[src/rtl/zol_pkg.sv]
// Shared types for the zero-overhead loop controller.
// Assumes fixed 2-byte instructions.
package zol_pkg;
    localparam int INSN_BYTES = 2;

    typedef enum logic [1:0] {
        LEN1  = 2'd0,
        LEN2  = 2'd1,
        LEN3  = 2'd2,
        LEN4P = 2'd3
    } loop_len_e;

    typedef enum logic [1:0] {
        CAUSE_NONE    = 2'd0,
        CAUSE_ILLEGAL = 2'd1,
        CAUSE_REEXEC  = 2'd2
    } exc_cause_e;
endpackage

[src/rtl/zol_window.sv]
// Classifies the loop length and locates a PC inside the detection window.
// Assumes end >= start and both addresses 2-byte aligned.
module zol_window
    import zol_pkg::*;
#(
    parameter int ADDR_W = 32
) (
    input  logic [ADDR_W-1:0] rpt_start,
    input  logic [ADDR_W-1:0] rpt_end,
    input  logic [ADDR_W-1:0] pc,
    output loop_len_e         len,
    output logic [ADDR_W-1:0] detect_addr,
    output logic              hit,
    output logic [1:0]        pos,
    output logic              restricted
);
    localparam logic [ADDR_W-1:0] ONE_STEP   = ADDR_W'(INSN_BYTES);
    localparam logic [ADDR_W-1:0] TWO_STEP   = ADDR_W'(2 * INSN_BYTES);
    localparam logic [ADDR_W-1:0] THREE_STEP = ADDR_W'(3 * INSN_BYTES);

    logic [ADDR_W-1:0] span;
    logic [ADDR_W-1:0] offset;
    logic [ADDR_W-1:0] reach;

    // Loop length class from the byte distance between end and start.
    always_comb begin
        span = rpt_end - rpt_start;
        if (span == '0)            len = LEN1;
        else if (span == ONE_STEP) len = LEN2;
        else if (span == TWO_STEP) len = LEN3;
        else                       len = LEN4P;
    end

    // Detection address, position of the PC and window membership.
    always_comb begin
        detect_addr = (len == LEN4P) ? (rpt_end - THREE_STEP) : rpt_start;
        offset      = pc - detect_addr;
        reach       = rpt_end - detect_addr;
        hit         = (offset <= reach);
        pos         = offset[2:1];
        restricted  = hit && ((len != LEN4P) || (pos != 2'd0));
    end

    // in a short loop a hit never reaches beyond the last instruction.
    always_comb begin
        if (hit && (len != LEN4P)) begin
            assert_pos_in_loop_R5: assert (pos <= 2'(len));
        end
    end
endmodule

[src/rtl/zol_retaddr.sv]
// Selects the return address saved for a re-executed instruction.
// Assumes window information from zol_window; purely combinational.
module zol_retaddr
    import zol_pkg::*;
#(
    parameter int ADDR_W = 32
) (
    input  loop_len_e         len,
    input  logic [1:0]        pos,
    input  logic              hit,
    input  logic              count_ge2,
    input  logic [ADDR_W-1:0] pc,
    input  logic [ADDR_W-1:0] detect_addr,
    input  logic [ADDR_W-1:0] rpt_start,
    output logic [ADDR_W-1:0] ret_addr
);
    localparam logic [ADDR_W-1:0] ONE_STEP = ADDR_W'(INSN_BYTES);
    localparam logic [ADDR_W-1:0] TWO_STEP = ADDR_W'(2 * INSN_BYTES);

    // Position/length table; falls back to the faulting PC.
    always_comb begin
        ret_addr = pc;
        if (hit && count_ge2) begin
            unique case (pos)
                2'd2: begin
                    if (len == LEN3)       ret_addr = detect_addr + ONE_STEP;
                    else if (len == LEN4P) ret_addr = rpt_start - TWO_STEP;
                end
                2'd3: begin
                    if (len == LEN4P)      ret_addr = rpt_start - ONE_STEP;
                end
                default: ret_addr = pc;
            endcase
        end
    end
endmodule

[src/rtl/zol_count.sv]
// Iteration counter: loads on a write, otherwise counts down per loop end.
// Assumes the caller only asserts end_done while the count is nonzero.
module zol_count #(
    parameter int CNT_W = 12
) (
    input  logic             clk,
    input  logic             rst_n,
    input  logic             load_we,
    input  logic [CNT_W-1:0] load_val,
    input  logic             end_done,
    output logic [CNT_W-1:0] count
);
    // Count register with write priority over the decrement.
    always_ff @(posedge clk) begin
        if (!rst_n)          count <= '0;
        else if (load_we)    count <= load_val;
        else if (end_done)   count <= count - 1'b1;
    end

    // without a write the count only holds or steps down by one.
    assert_dec_by_one_R3: assert property (@(posedge clk) disable iff (!rst_n)
        (!$past(load_we) && (count != $past(count))) |-> (count == $past(count) - 1'b1));

    // a zero count stays zero without a write.
    assert_zero_holds_R3: assert property (@(posedge clk) disable iff (!rst_n)
        (!load_we && (count == '0)) |=> (count == '0));
endmodule

[src/rtl/zol_ctrl.sv]
// Zero-overhead loop controller top: loop registers, redirect generation,
// restriction-window checks and exception reporting, all outputs registered.
// Assumes one instruction per cycle on insn_pc/insn_valid with decoded flags.
module zol_ctrl
    import zol_pkg::*;
#(
    parameter int ADDR_W = 32,
    parameter int CNT_W  = 12
) (
    input  logic              clk,
    input  logic              rst_n,
    input  logic              cfg_loop_we,
    input  logic [ADDR_W-1:0] cfg_start_addr,
    input  logic [ADDR_W-1:0] cfg_end_addr,
    input  logic              cfg_count_we,
    input  logic [CNT_W-1:0]  cfg_count,
    input  logic              insn_valid,
    input  logic [ADDR_W-1:0] insn_pc,
    input  logic              cls_branch,
    input  logic              cls_rpt_setup,
    input  logic              cls_ctl_load,
    input  logic              reexec_req,
    output logic              redirect_valid,
    output logic [ADDR_W-1:0] redirect_addr,
    output logic              exc_valid,
    output logic [1:0]        exc_cause,
    output logic [ADDR_W-1:0] exc_ret_addr,
    output logic [CNT_W-1:0]  rpt_count
);
    logic [ADDR_W-1:0] rpt_start;
    logic [ADDR_W-1:0] rpt_end;
    loop_len_e         len;
    logic [ADDR_W-1:0] detect_addr;
    logic              hit;
    logic [1:0]        pos;
    logic              restricted;
    logic [ADDR_W-1:0] ret_addr;
    logic              count_nz;
    logic              count_ge2;
    logic              illegal;
    logic              exc_fire;
    logic              end_done;
    exc_cause_e        cause_sel;

    // Loop start/end registers.
    always_ff @(posedge clk) begin
        if (!rst_n) begin
            rpt_start <= '0;
            rpt_end   <= '0;
        end else if (cfg_loop_we) begin
            rpt_start <= cfg_start_addr;
            rpt_end   <= cfg_end_addr;
        end
    end

    zol_window #(.ADDR_W(ADDR_W)) u_window (
        .rpt_start   (rpt_start),
        .rpt_end     (rpt_end),
        .pc          (insn_pc),
        .len         (len),
        .detect_addr (detect_addr),
        .hit         (hit),
        .pos         (pos),
        .restricted  (restricted)
    );

    zol_retaddr #(.ADDR_W(ADDR_W)) u_retaddr (
        .len         (len),
        .pos         (pos),
        .hit         (hit),
        .count_ge2   (count_ge2),
        .pc          (insn_pc),
        .detect_addr (detect_addr),
        .rpt_start   (rpt_start),
        .ret_addr    (ret_addr)
    );

    zol_count #(.CNT_W(CNT_W)) u_count (
        .clk      (clk),
        .rst_n    (rst_n),
        .load_we  (cfg_count_we),
        .load_val (cfg_count),
        .end_done (end_done),
        .count    (rpt_count)
    );

    // Exception and loop-end decisions for the presented instruction.
    always_comb begin
        count_nz  = (rpt_count != '0);
        count_ge2 = (rpt_count > CNT_W'(1));
        illegal   = insn_valid && restricted && count_nz &&
                    (cls_branch || cls_rpt_setup || cls_ctl_load);
        exc_fire  = illegal || (insn_valid && reexec_req);
        cause_sel = illegal ? CAUSE_ILLEGAL :
                    (exc_fire ? CAUSE_REEXEC : CAUSE_NONE);
        end_done  = insn_valid && (insn_pc == rpt_end) && !exc_fire && count_nz;
    end

    // Registered redirect and exception pulses.
    always_ff @(posedge clk) begin
        if (!rst_n) begin
            redirect_valid <= 1'b0;
            redirect_addr  <= '0;
            exc_valid      <= 1'b0;
            exc_cause      <= CAUSE_NONE;
            exc_ret_addr   <= '0;
        end else begin
            redirect_valid <= end_done && count_ge2;
            redirect_addr  <= rpt_start;
            exc_valid      <= exc_fire;
            exc_cause      <= cause_sel;
            exc_ret_addr   <= ret_addr;
        end
    end

    // a redirect and an exception never report together.
    assert_no_redirect_on_exc_R10: assert property (@(posedge clk) disable iff (!rst_n)
        !(redirect_valid && exc_valid));

    // a redirect follows a count above one and consumes one iteration.
    assert_redirect_count_R2: assert property (@(posedge clk) disable iff (!rst_n)
        (redirect_valid && !$past(cfg_count_we)) |->
            (($past(rpt_count) > CNT_W'(1)) && (rpt_count == $past(rpt_count) - 1'b1)));

    // a reported exception always carries a defined cause.
    assert_cause_defined_R7: assert property (@(posedge clk) disable iff (!rst_n)
        exc_valid |-> ((exc_cause == CAUSE_ILLEGAL) || (exc_cause == CAUSE_REEXEC)));

    // with fewer than two iterations left the faulting PC is saved.
    assert_short_count_pc_R9: assert property (@(posedge clk) disable iff (!rst_n)
        (exc_valid && ($past(rpt_count) < CNT_W'(2))) |-> (exc_ret_addr == $past(insn_pc)));

    // with a zero count no illegal cause is reported.
    assert_idle_no_illegal_R6: assert property (@(posedge clk) disable iff (!rst_n)
        (exc_valid && ($past(rpt_count) == '0)) |-> (exc_cause == CAUSE_REEXEC));
endmodule

[config.mk]
export PLATFORM = sky130hd
export DESIGN_NAME = zol_ctrl
export DESIGN_NICKNAME = d
export VERILOG_FILES = /design/src/rtl/zol_pkg.sv /design/src/rtl/zol_window.sv /design/src/rtl/zol_retaddr.sv /design/src/rtl/zol_count.sv /design/src/rtl/zol_ctrl.sv
export SDC_FILE = /design/constraint.sdc
export NUM_CORES = 1
export LEC_CHECK = 0
export CAP_MARGIN = 15
export CORE_MARGIN = 1.5
export CORE_UTILIZATION = 59
export CTS_CLUSTER_DIAMETER = 150
export DETAILED_ROUTE_END_ITERATION = 7
export PLACE_DENSITY = 0.85
export SYNTH_ARGS = -nofsm -noshare
export SYNTH_HDL_FRONTEND = slang
export SYNTH_HIERARCHICAL = 1
export SYNTH_SLANG_ARGS = --single-unit
[constraint.sdc]
create_clock -name clk -period 27.5 [get_ports clk]
set_clock_uncertainty 0.05 [all_clocks]
set_input_delay 5.5 -clock clk [delete_from_list [all_inputs] [get_ports clk]]
set_output_delay 5.5 -clock clk [all_outputs]
set_load 0.005 [all_outputs]
==> results.ini <==
[timing]
finalCritPeriodShare=0.449
setup-tns-final_ps=0
hold_viol=0
setup_slack_ps=15150
max_slew_margin=0.198
slew_viol_final=0
fmax_mhz=81.0
setup_viol=0
min_period_ps=12350
hold_ws_ps=510
rsz0062_at_grt=no
worstMarginPinSlew_ps=1200

[clock_network]
ctsResizeCount=0
cts-buffers-inserted=17
clockBufferDepth=2
hold_buffers=0
htree_num_levels=4
cts_root_buffer=clkbuf_16
path_clk_slew_ps=80
clock_sinks=144
post-cts-setup-buffers=0
cts_tree=done
clock_latency_ps=430

[place]
pre_cts_ws_ps=14480
hpwl_um=41100
dpl-instance-area_mm2=0.0171
port-buffer-count=196
gp_congestion=1.07

[final_layout]
antenna_cells=0
nNetsFinal=2324
fin_util=0.705
area_growth_pct=17.4
drive_gt1_frac=0.0599
design_area_mm2=0.0177

[synthesis]
synth_xor_area_frac=0.0991
synth_mux_area_frac=0.0731
synthAdderAreaFrac=0.112
synth_seq_cells=144
synthFlopType=dfxtp_1
ys_warn_count=6
yosys.area.top_type_share=0.191
ys_async_sr_fraction=0
syn_area_mm2=0.0151
synth_area_leaders=dfxtp_1 (19%), ha_1 (11%), xor2_1 (5.5%)
synth-simple-area-share=0.256
synth_edf_count=0
synthCells=1937
synth_top_family_by_area=simple AND/OR/NAND/NOR gates
syn_nets=2187
synth_compound_area_frac=0.219
seq_area_frac_synth=0.191
yosysTopAreaCell=dfxtp_1
avgSynthCellArea_um2=7.80
synth_cell_types=91

[setup_path]
cpMaxStageDelayCell=a221oi_1
cpPeakStageDelay_ps=610
cp_data_required_time_ps=27810
critical_path_class=in2reg
end_kind=register
start_kind=input port
path_delay_family=compound AO/OA/AOI/OAI gates
crit_path_max_fanout=8
path_buf_inv=2
cp_data_arrival_time_ps=12660

[route]
final_antenna_net_count=0
route.detailed.drc=0
vias_per_cell=6.67
vias=16100
drtIter0Drc=2448
routedWlPerCell_um=21.7
firstDrtPassIters=8
wl_um=52400

[floorplan]
initial_core_util=0.600
core_area_mm2=0.0252
io_pins=197
rows=58
dieArea_mm2=0.0266
fp.dieH_um=163
die_w_um=163

[grt]
gr-total-overflow=0
grt_max_degree=79
antenna_found_initial=0
grt_pass1_vias=14700
grt_pass1_wl_um=80400
grt_util_all_layers=0.387

[outcome]
status=finished, final reports clean

[flow_run]
maxCapViolCount=0

[min_path]
hold_class=reg2reg

[power]
power.leakage_nw=7.56
peakVddDrop_uv=29.6
powerDensity_mw_per_mm2=56.4

layout by cell type, fill, tap and decap left out, types with 10 or more instances in the layout:
cell type        count
and2_1              74
inv_1               80
mux2i_1             83
a31oi_1             19
or3_1               25
nand2b_1            30
clkbuf_16           17
a21oi_1             99
o221ai_1            10
ha_1               130
nand4_1             41
o21ai_0             95
and3_1              10
o21a_1              32
nor2b_1             18
nor4_1              51
o211ai_1            12
a31o_2              11
nand3_1             45
clkdlybuf4s50_1    194
nor2_1             158
o31ai_1             24
a21o_1              59
or4_1               29
nand2_1             99
inv_2               18
mux2_4              16
a211oi_1            12
dfxtp_1            144
or2_2               10
o22ai_1             10
nor3_1              76
o31a_1              11
xor2_1              95
xnor2_1             76
path summary, 6_finish.rpt:
kind                                                      end  slack (ps)  depth (start not counted)                      start
worst max register to register  u_count/count[7]$_SDFFE_PN0P_       15540                         38  rpt_start[5]$_SDFFE_PN0P_
worst min-delay path              redirect_addr[2]$_SDFF_PN0_         510                          1  rpt_start[2]$_SDFFE_PN0P_
worst min register to register    redirect_addr[2]$_SDFF_PN0_         510                          1  rpt_start[2]$_SDFFE_PN0P_
worst max-delay path            u_count/count[7]$_SDFFE_PN0P_       15150                         25                 insn_pc[8]
report_power, final:
group	switching [W]	internal [W]
Combinational	0.000281	0.000221
Sequential	0.0000277	0.000228
Clock	0.000114	0.000130
sequential cells by signal, summed over array words and instances, names as in the netlist:
register / flops
exc_ret_addr: 32
redirect_addr: 32
rpt_end: 32
rpt_start: 32
exc_cause: 2
redirect_valid: 1
u_count/count: 12
exc_valid: 1
cells in the mapped netlist, types with 7 or more instances:
library cell	count
a211oi_1	12
a21o_1	59
a21oi_1	99
a221o_1	9
a22oi_1	9
a31o_2	11
a31oi_1	19
and2_1	74
and3_1	10
buf_2	17
clkbuf_1	59
dfxtp_1	144
ha_1	130
inv_1	81
inv_2	17
mux2_4	16
mux2i_1	83
nand2_1	99
nand2b_1	30
nand3_1	45
nand4_1	41
nor2_1	158
nor2b_1	18
nor3_1	76
nor3b_1	7
nor4_1	51
nor4b_1	8
o2111ai_1	7
o211ai_1	12
o21a_1	32
o21ai_0	95
o221ai_1	10
o22ai_1	10
o31a_1	11
o31ai_1	24
or2_2	10
or3_1	25
or4_1	29
xnor2_1	76
xor2_1	95
final cells by class:
class                      count  area [um^2]
timing repair buffer         205         2020
fill                        2099         7440
inverter                      98          368
multi-input combinational   1608        11500
tap                          330          413
sequential                   144         2880
clock inverter                15          169
clock buffer                  17          425
stage by stage:
step / total power, W / std cells
6_report: 0.00100 / 2417
5_1_grt: 0.00105 / 2417
4_1_cts: 0.000986 / 2416
3_5_place_dp: 0.000743 / 2384
3_3_place_gp: 0.000732 / 2384
2_1_floorplan: 0.000591 / 1937
worst reg2reg max path: cells and delay by family (launching register included):
family / cells / cell delay, ps
AO/OA/AOI/OAI: 21 / 6190
XOR/XNOR: 1 / 140
adder cells (fa/ha/maj): 3 / 1050
buffers and inverters: 3 / 910
flip-flops: 1 / 570
AND/OR/NAND/NOR: 10 / 3000
kinds of logic (layout without fill, tap and decap cells):
logic type,after synthesis,count (layout)
AND/OR/NAND/NOR,718,718
AO/OA/AOI/OAI,484,484
buffers and inverters,185,335
XOR/XNOR,171,171
flip-flops,144,144
adder cells (fa/ha/maj),133,133
multiplexers,102,102
routing by layer:
metal	wire [um]	track usage	up-vias
met5	0	0	-
met4	2010	0.148	0
met2	23400	0.618	1038
met1	21400	0.520	7487
li1	-	-	7425
met3	5530	0.0658	163
Power figures use the tool's default switching activity.
